## src/rtl/hipd_pkg.sv

```systemverilog
package hipd_pkg;

  localparam int PRE_W_DEF = 2;
  localparam int DIV_W_DEF = 7;
  localparam int MIN_DIV   = 2;
  localparam int PRE_BASE  = 3;

  typedef enum logic [1:0] {
    SRC_XTAL  = 2'd0,
    SRC_PLL_A = 2'd1,
    SRC_PLL_B = 2'd2
  } src_e;

  // ticks of the doubled source rate consumed per predivided step
  function automatic int pre_ticks(input int code);
    return code + PRE_BASE;
  endfunction

  // integer steps spent in the high phase of one period
  function automatic int high_steps(input int d);
    return d / 2;
  endfunction

  function automatic logic cfg_ok(input logic en, input int pre, input int d);
    return en && (pre != 0) && (d >= MIN_DIV);
  endfunction

  function automatic src_e decode_src(input logic ext, input logic pll);
    if (!ext)     return SRC_XTAL;
    else if (pll) return SRC_PLL_B;
    else          return SRC_PLL_A;
  endfunction

endpackage

```

## src/rtl/hipd_src_mux.sv

```systemverilog
module hipd_src_mux (
  input  hipd_pkg::src_e sel,
  input  logic           tick_xtal,
  input  logic           tick_pll_a,
  input  logic           tick_pll_b,
  output logic           tick
);
  always_comb begin
    case (sel)
      hipd_pkg::SRC_XTAL:  tick = tick_xtal;
      hipd_pkg::SRC_PLL_A: tick = tick_pll_a;
      hipd_pkg::SRC_PLL_B: tick = tick_pll_b;
      default:             tick = 1'b0;
    endcase
  end
endmodule

```

## src/rtl/hipd_prediv.sv

```systemverilog
module hipd_prediv #(
  parameter int CNT_W = 3
) (
  input  logic             clk,
  input  logic             rst,
  input  logic             clr,
  input  logic             tick,
  input  logic [CNT_W-1:0] limit,
  output logic [CNT_W-1:0] count,
  output logic             pulse
);
  assign pulse = tick && (count == limit - CNT_W'(1));

  always_ff @(posedge clk) begin
    if (rst || clr)  count <= '0;
    else if (pulse)  count <= '0;
    else if (tick)   count <= count + CNT_W'(1);
  end
endmodule

```

## src/rtl/hipd_intdiv.sv

```systemverilog
module hipd_intdiv #(
  parameter int DIV_W = 7
) (
  input  logic             clk,
  input  logic             rst,
  input  logic             clr,
  input  logic             step,
  input  logic [DIV_W-1:0] modulus,
  input  logic [DIV_W-1:0] half,
  output logic [DIV_W-1:0] count,
  output logic             wrap,
  output logic             high
);
  assign wrap = step && (count == modulus - DIV_W'(1));
  assign high = (count < half);

  always_ff @(posedge clk) begin
    if (rst || clr)  count <= '0;
    else if (wrap)   count <= '0;
    else if (step)   count <= count + DIV_W'(1);
  end
endmodule

```

## src/rtl/hipd_clkgen.sv

```systemverilog
module hipd_clkgen #(
  parameter int PRE_W = hipd_pkg::PRE_W_DEF,
  parameter int DIV_W = hipd_pkg::DIV_W_DEF
) (
  input  logic             clk,
  input  logic             rst,
  input  logic             tick_xtal,
  input  logic             tick_pll_a,
  input  logic             tick_pll_b,
  input  logic             cfg_enable,
  input  logic [PRE_W-1:0] cfg_pre_code,
  input  logic [DIV_W-1:0] cfg_div_code,
  input  logic             cfg_ext_sel,
  input  logic             cfg_pll_sel,
  output logic             clk_out,
  output logic             out_valid
);
  import hipd_pkg::*;

  localparam int PRE_MAX = (1 << PRE_W) - 1 + PRE_BASE;
  localparam int PCNT_W  = $clog2(PRE_MAX + 1);
  localparam int CFG_W   = PRE_W + DIV_W + 3;

  // accepted configuration
  logic             en_q, ext_q, pll_q;
  logic [PRE_W-1:0] pre_q;
  logic [DIV_W-1:0] div_q;

  // named internal events
  logic              load;
  logic              sel_tick;
  logic              pre_pulse;
  logic              period_end;
  logic              phase_high;
  logic [PCNT_W-1:0] pre_lim;
  logic [PCNT_W-1:0] pre_cnt;
  logic [DIV_W-1:0]  half_steps;
  logic [DIV_W-1:0]  div_cnt;
  logic [CFG_W-1:0]  cfg_vec;
  src_e              src_q;

  assign cfg_vec    = {en_q, pre_q, div_q, ext_q, pll_q};
  assign out_valid  = cfg_ok(en_q, int'(pre_q), int'(div_q));
  assign src_q      = decode_src(ext_q, pll_q);
  assign pre_lim    = PCNT_W'(pre_ticks(int'(pre_q)));
  assign half_steps = DIV_W'(high_steps(int'(div_q)));
  assign load       = !out_valid || period_end;
  assign clk_out    = out_valid && phase_high;

  always_ff @(posedge clk) begin
    if (rst) begin
      en_q  <= 1'b0;
      pre_q <= '0;
      div_q <= '0;
      ext_q <= 1'b0;
      pll_q <= 1'b0;
    end else if (load) begin
      en_q  <= cfg_enable;
      pre_q <= cfg_pre_code;
      div_q <= cfg_div_code;
      ext_q <= cfg_ext_sel;
      pll_q <= cfg_pll_sel;
    end
  end

  hipd_src_mux u_src (
    .sel        (src_q),
    .tick_xtal  (tick_xtal),
    .tick_pll_a (tick_pll_a),
    .tick_pll_b (tick_pll_b),
    .tick       (sel_tick)
  );

  hipd_prediv #(.CNT_W(PCNT_W)) u_pre (
    .clk   (clk),
    .rst   (rst),
    .clr   (load),
    .tick  (sel_tick),
    .limit (pre_lim),
    .count (pre_cnt),
    .pulse (pre_pulse)
  );

  hipd_intdiv #(.DIV_W(DIV_W)) u_div (
    .clk     (clk),
    .rst     (rst),
    .clr     (load),
    .step    (pre_pulse),
    .modulus (div_q),
    .half    (half_steps),
    .count   (div_cnt),
    .wrap    (period_end),
    .high    (phase_high)
  );

endmodule

```

## config.mk

```make
export PLATFORM = sky130hd
export DESIGN_NAME = hipd_clkgen
export DESIGN_NICKNAME = d
export VERILOG_FILES = /design/src/rtl/hipd_pkg.sv /design/src/rtl/hipd_src_mux.sv /design/src/rtl/hipd_prediv.sv /design/src/rtl/hipd_intdiv.sv /design/src/rtl/hipd_clkgen.sv
export SDC_FILE = /design/constraint.sdc
export NUM_CORES = 1
export LEC_CHECK = 0
export BUFFER_PORTS_ARGS = -buffer_cell sky130_fd_sc_hd__clkbuf_2
export CORE_MARGIN = 1
export CORE_UTILIZATION = 50
export CTS_BUF_LIST = sky130_fd_sc_hd__clkbuf_4 sky130_fd_sc_hd__clkbuf_8
export DETAILED_ROUTE_END_ITERATION = 7
export HOLD_SLACK_MARGIN = 0.06
export PLACE_DENSITY = 0.78
export SLEW_MARGIN = 20
export SYNTH_ARGS = -nofsm -noshare
export SYNTH_HDL_FRONTEND = slang
export SYNTH_SLANG_ARGS = --single-unit
```

## constraint.sdc

```tcl
create_clock -name clk -period 2.7 [get_ports clk]
set_clock_uncertainty 0.1 [all_clocks]
set_input_delay 0.54 -clock clk [delete_from_list [all_inputs] [get_ports clk]]
set_output_delay 0.54 -clock clk [all_outputs]
set_load 0.02 [all_outputs]
```

# == Word level (Yosys, flattened, before mapping) ==
# Cells that the tools add are included.
# classes
add_sub_neg,5
n_lt_le_gt_ge,2
eq_ne,4
reduce_logical,12
mux,3
# op_table
op,count
"7-bit by 1-bit adder with 7-bit output, second input constant",1
7-bit == test,1
"7-bit by 2-bit >= comparator with 1-bit output, second input constant",1
7-bit by 6-bit < comparator with 1-bit output,1
"7-bit by 1-bit subtractor with 7-bit output, second input constant",1
1-bit logical AND,5
2-bit two-way mux,2
2-bit OR reduction,2
"2-bit by 2-bit adder with 3-bit output, second input constant",1
"3-bit by 1-bit adder with 3-bit output, second input constant",1
3-bit == test,1
1-bit one-hot mux with 3 select lines,1
"3-bit by 1-bit subtractor with 3-bit output, second input constant",1
"2-bit by 1-bit == test with 1-bit output, second input constant",1
"2-bit == test, second input constant",1
2-bit zero test,1
1-bit logical OR,2
2-bit nonzero test,1
1-bit zero test,1
# word_totals
reg_bits,22
elab_cells,33
inputBits,17

# == Logic depth before layout (Yosys ltp) ==
# logic_depth
depth_word,9
mapped_depth,9
mapped_depth_nobuf,8

# == Cells and area by module ==
# A second synthesis with hierarchy kept.
# unflattened
hier_cells,171
hier_area_um2,1555.2
# by_module_without_submodules
mod,seq_area_each_um2,cells_each,n_inst,area_each_um2
hipd_intdiv,140.1,83,1,705.7
hipd_clkgen,240.2,67,1,633.1
hipd_prediv,60.1,18,1,193.9
hipd_src_mux,0.0,3,1,22.5

# == Least setup slack after synthesis ==
# No wires, ideal clock.
# synth_path
path_kind,reg2out
from,register div_q[2]
to,output clk_out
path_buffers,0
arrival_time_ns,2.488
path_slack_ns,-0.428
t_required_ns,2.060
stages_incl_launch_ff,8
cell_sequence,dfxtp_1 > inv_1 > ha_1 > a21o_1 > a21o_1 > a21o_1 > a21o_1 > a2111oi_0
# synth_between
elab_chain_len,3
# synth_rtl
element,line,rtl
from (decl),hipd_clkgen.sv:27,logic [DIV_W-1:0] div_q;
from (signal assigned),hipd_clkgen.sv:60,div_q <= cfg_div_code;
7-bit by 2-bit >= comparator with 1-bit output,hipd_pkg.sv:25,return en && (pre != 0) && (d >= MIN_DIV);
1-bit logical AND,hipd_pkg.sv:25,
1-bit logical AND (*),hipd_clkgen.sv:48,assign clk_out = out_valid && phase_high;
to (decl),hipd_clkgen.sv:15,"output logic clk_out,"
# Every way passes the cells marked *; elsewhere a longest branch is shown, timed or not.

# == Worst setup path in the final report ==
# layout_path
from,register div_q[3]
to,output clk_out
# Same word-level chain as after synthesis.

==> impl_results.md <==
- Final std cell area, no fill: 1550 sq um
- Clk pin slew, worst setup/hold paths: 0.12 ns
- Number of nets in the synthesized netlist: 168
- GRT overflow: 0
- Period utilisation layout: 0.987
- Dominant synthesized flop cell: dfxtp_1
- Power density over the cells: 438 nW/um^2
- Fraction of final layout cells sized beyond drive strength 1: 0.247
- IO Count: 19
- Worst setup path category: flip-flop to primary output
- Final Max Tran Viols: 0
- Async set-or-reset flop fraction in the synthesized netlist: 0
- Largest net degree at the start of global routing: 17
- Via count of the first global-routing pass: 1070
- Post-synth top cells: dfxtp_1, nor2_1, ha_1, inv_1, xnor2_1
- Minimum period implied by the final worst setup slack: 2.66 ns
- Top fanout value on the critical path: 6
- Mapped Cells: 142
- Number of cells on the worst hold path: 2
- Hold buffer count at CTS: 0
- Final setup violation count: 0
- Terminating pin of the worst hold path: pre_q[0]
- Initial core utilization: 0.528
- Final ANT Viol Nets: 0
- Rel. slew slack: 0.663
- Hold Crit Start: cfg_pre_code[0]
- Reported leakage power: 0.627 nW
- R2r setup slk: 0.16 ns
- Number of library cell types mapped by synthesis: 39
- Most numerous cell in the Yosys netlist: dfxtp_1
- Reg2reg path depth: 8
- Req. time, crit path: 2.06 ns
- Placeable Area: 2450 sq um
- Instance area at placement: 1440 sq um
- Area fraction of the dominant cell type after synthesis: 0.340
- Post-route core utilization: 0.632
- Chip Height: 52.9 um
- CP Capture Type: primary output
- Worst EP arrival: 2.02 ns
- H-Tree Depth: 1
- Setup repair after global routing missed its margin: true
- Antenna violations before repair: 0
- Root cell of the clock tree: clkbuf_4
- Number of detailed-routing iterations run before antenna repair: 5
- Cell accounting for the most synthesized area: dfxtp_1
- Via Count: 1105
- Wire length per cell: 13.7 um
- Nets: 193
- Sinks on Clock Net: 22
- Worst R2R End: pre_q[1]
- Total inserted antenna cells: 0
- DR iter-0 viols: 29
- Rows: 18
- Die area: 2800 sq um
- Maximum capacitance violations: 0
- Area growth from synthesis to layout: 19.8%
- Pwr Total: 0.679 mW
- Number of buffers created by CTS: 3
- Residual DRC count: 0
- Register area share after synthesis: 0.340
- Slew @ Worst Pin: 0.498 ns
- DR vias/cell: 5.64
- Leading post-synthesis cells by cell area: dfxtp_1, ha_1, xnor2_1
- Highest achievable clock rate: 375 MHz
- Skew-Pair Late Insertion Delay: 0.32 ns
- Register bit total from synthesis: 22
- Kind of start point of the critical path: flip-flop
- Worst Hold Margin: 0.329 ns
- Global-route wire length before repair: 4.36 mm
- Number of hold violations in the final report: 0
- Quantity of I/O buffers inserted on ports: 18
- Status: finished, final reports clean
- Hold crit path type: input port to flip-flop
- Final wirelength: 2.68 mm
- Horizontal extent of the die: 52.9 um
- Mean Syn Cell Area: 9.12 sq um
- Peak supply drop: 0.401 mV
- Reg-to-Reg Start: div_q[2]
- Post-synth EDFFs: 0
- Clock tree from TritonCTS: yes
- Worst-case clock buffer depth: 2
- Total standard cell area after synthesis: 1290 sq um
- Placed wire-length estimate: 1.95 mm
- Global router's overall resource usage: 0.215
- Final TNS setup: 0 ns
- GPL Wtd Cong: 0.896
- Count of warnings emitted by yosys: 0
critical path: stages, from the launching register on:
cell,delay [ns]
dfxtp_4,0.40
inv_2,0.04
ha_1,0.29
a21o_1,0.18
a21o_1,0.14
a21o_1,0.18
a2111oi_4,0.28
buf_4,0.19
cell type report:
| class | instances | area (sq um) |
|---|---|---|
| clock buffers | 4 | 36.3 |
| fillers | 196 | 903 |
| inverters | 9 | 33.8 |
| multi-input cells | 109 | 872 |
| flip-flops and latches | 22 | 449 |
| well taps | 30 | 37.5 |
| repair buffers | 22 | 123 |
state kept, by name, indices dropped and copies added, names as in the netlist:
name	cells
u_pre.count	3
div_q	7
en_q	1
pll_q	1
pre_q	2
ext_q	1
u_div.count	7
cell usage in the layout, fill, tap and decap left out, drive strengths merged, types with 4 or more instances in the layout:
cell | Yosys | final
dfxtp | 22 | 22
clkbuf | 1 | 21
nor2 | 18 | 18
xnor2 | 9 | 9
ha | 9 | 9
inv | 9 | 9
nand2 | 7 | 7
mux2i | 7 | 7
xor2 | 6 | 6
nand2b | 6 | 6
buf | 1 | 5
a21o | 4 | 4
nand3 | 4 | 4
a21oi | 4 | 4
o32ai | 4 | 4
o21ai | 4 | 4
how the worst max path moves through the flow:
stage	start	endpoint	slack, ns	cells past startpoint
final	div_q[3]	clk_out	0.04	7
after global routing	div_q[2]	clk_out	-0.05	8
after CTS	u_div.count[2]	clk_out	0.0008	6
after detailed placement	div_q[2]	clk_out	0.21	8
after global placement	div_q[2]	clk_out	0.23	8
after floorplan	div_q[2]	clk_out	0.07	7
per-stage QoR:
step           worst slack (ns)  cells
4_1_cts                0.000778    196
6_report                 0.0358    196
5_1_grt                 -0.0547    196
2_1_floorplan            0.0736    142
3_3_place_gp              0.229    192
3_5_place_dp              0.212    192
routing by layer:
| metal | share of wire | track usage |
|---|---|---|
| met1 | 0.44 | 0.243 |
| met2 | 0.50 | 0.388 |
| met3 | 0.042 | 0.0402 |
| met4 | 0.016 | 0.0921 |
| met5 | 0 | 0 |
cells by family (layout without fill, tap and decap cells):
group | Yosys count | in the layout | synth area share
flops | 22 | 22 | 0.340
buf+inv | 11 | 35 | 0.0377
xor+xnor | 16 | 16 | 0.119
compound gates | 24 | 24 | 0.138
fa+ha+maj | 9 | 9 | 0.0870
mux | 8 | 8 | 0.0628
simple gates | 52 | 52 | 0.215
power by group:
group	total, mW	switching, mW	internal [mW]
combinational	0.140	0.0727	0.0674
clock	0.186	0.103	0.0826
sequential	0.353	0.0151	0.338
total	0.679	0.191	0.488
repair_timing:
item	in CTS	in global routing
setup buffers	0	0
pin swaps	6	0
gates resized for setup	8	9
endpoints found under the hold margin	0	0
setup endpoints to repair	2	2
Power figures use the tool's default switching activity.
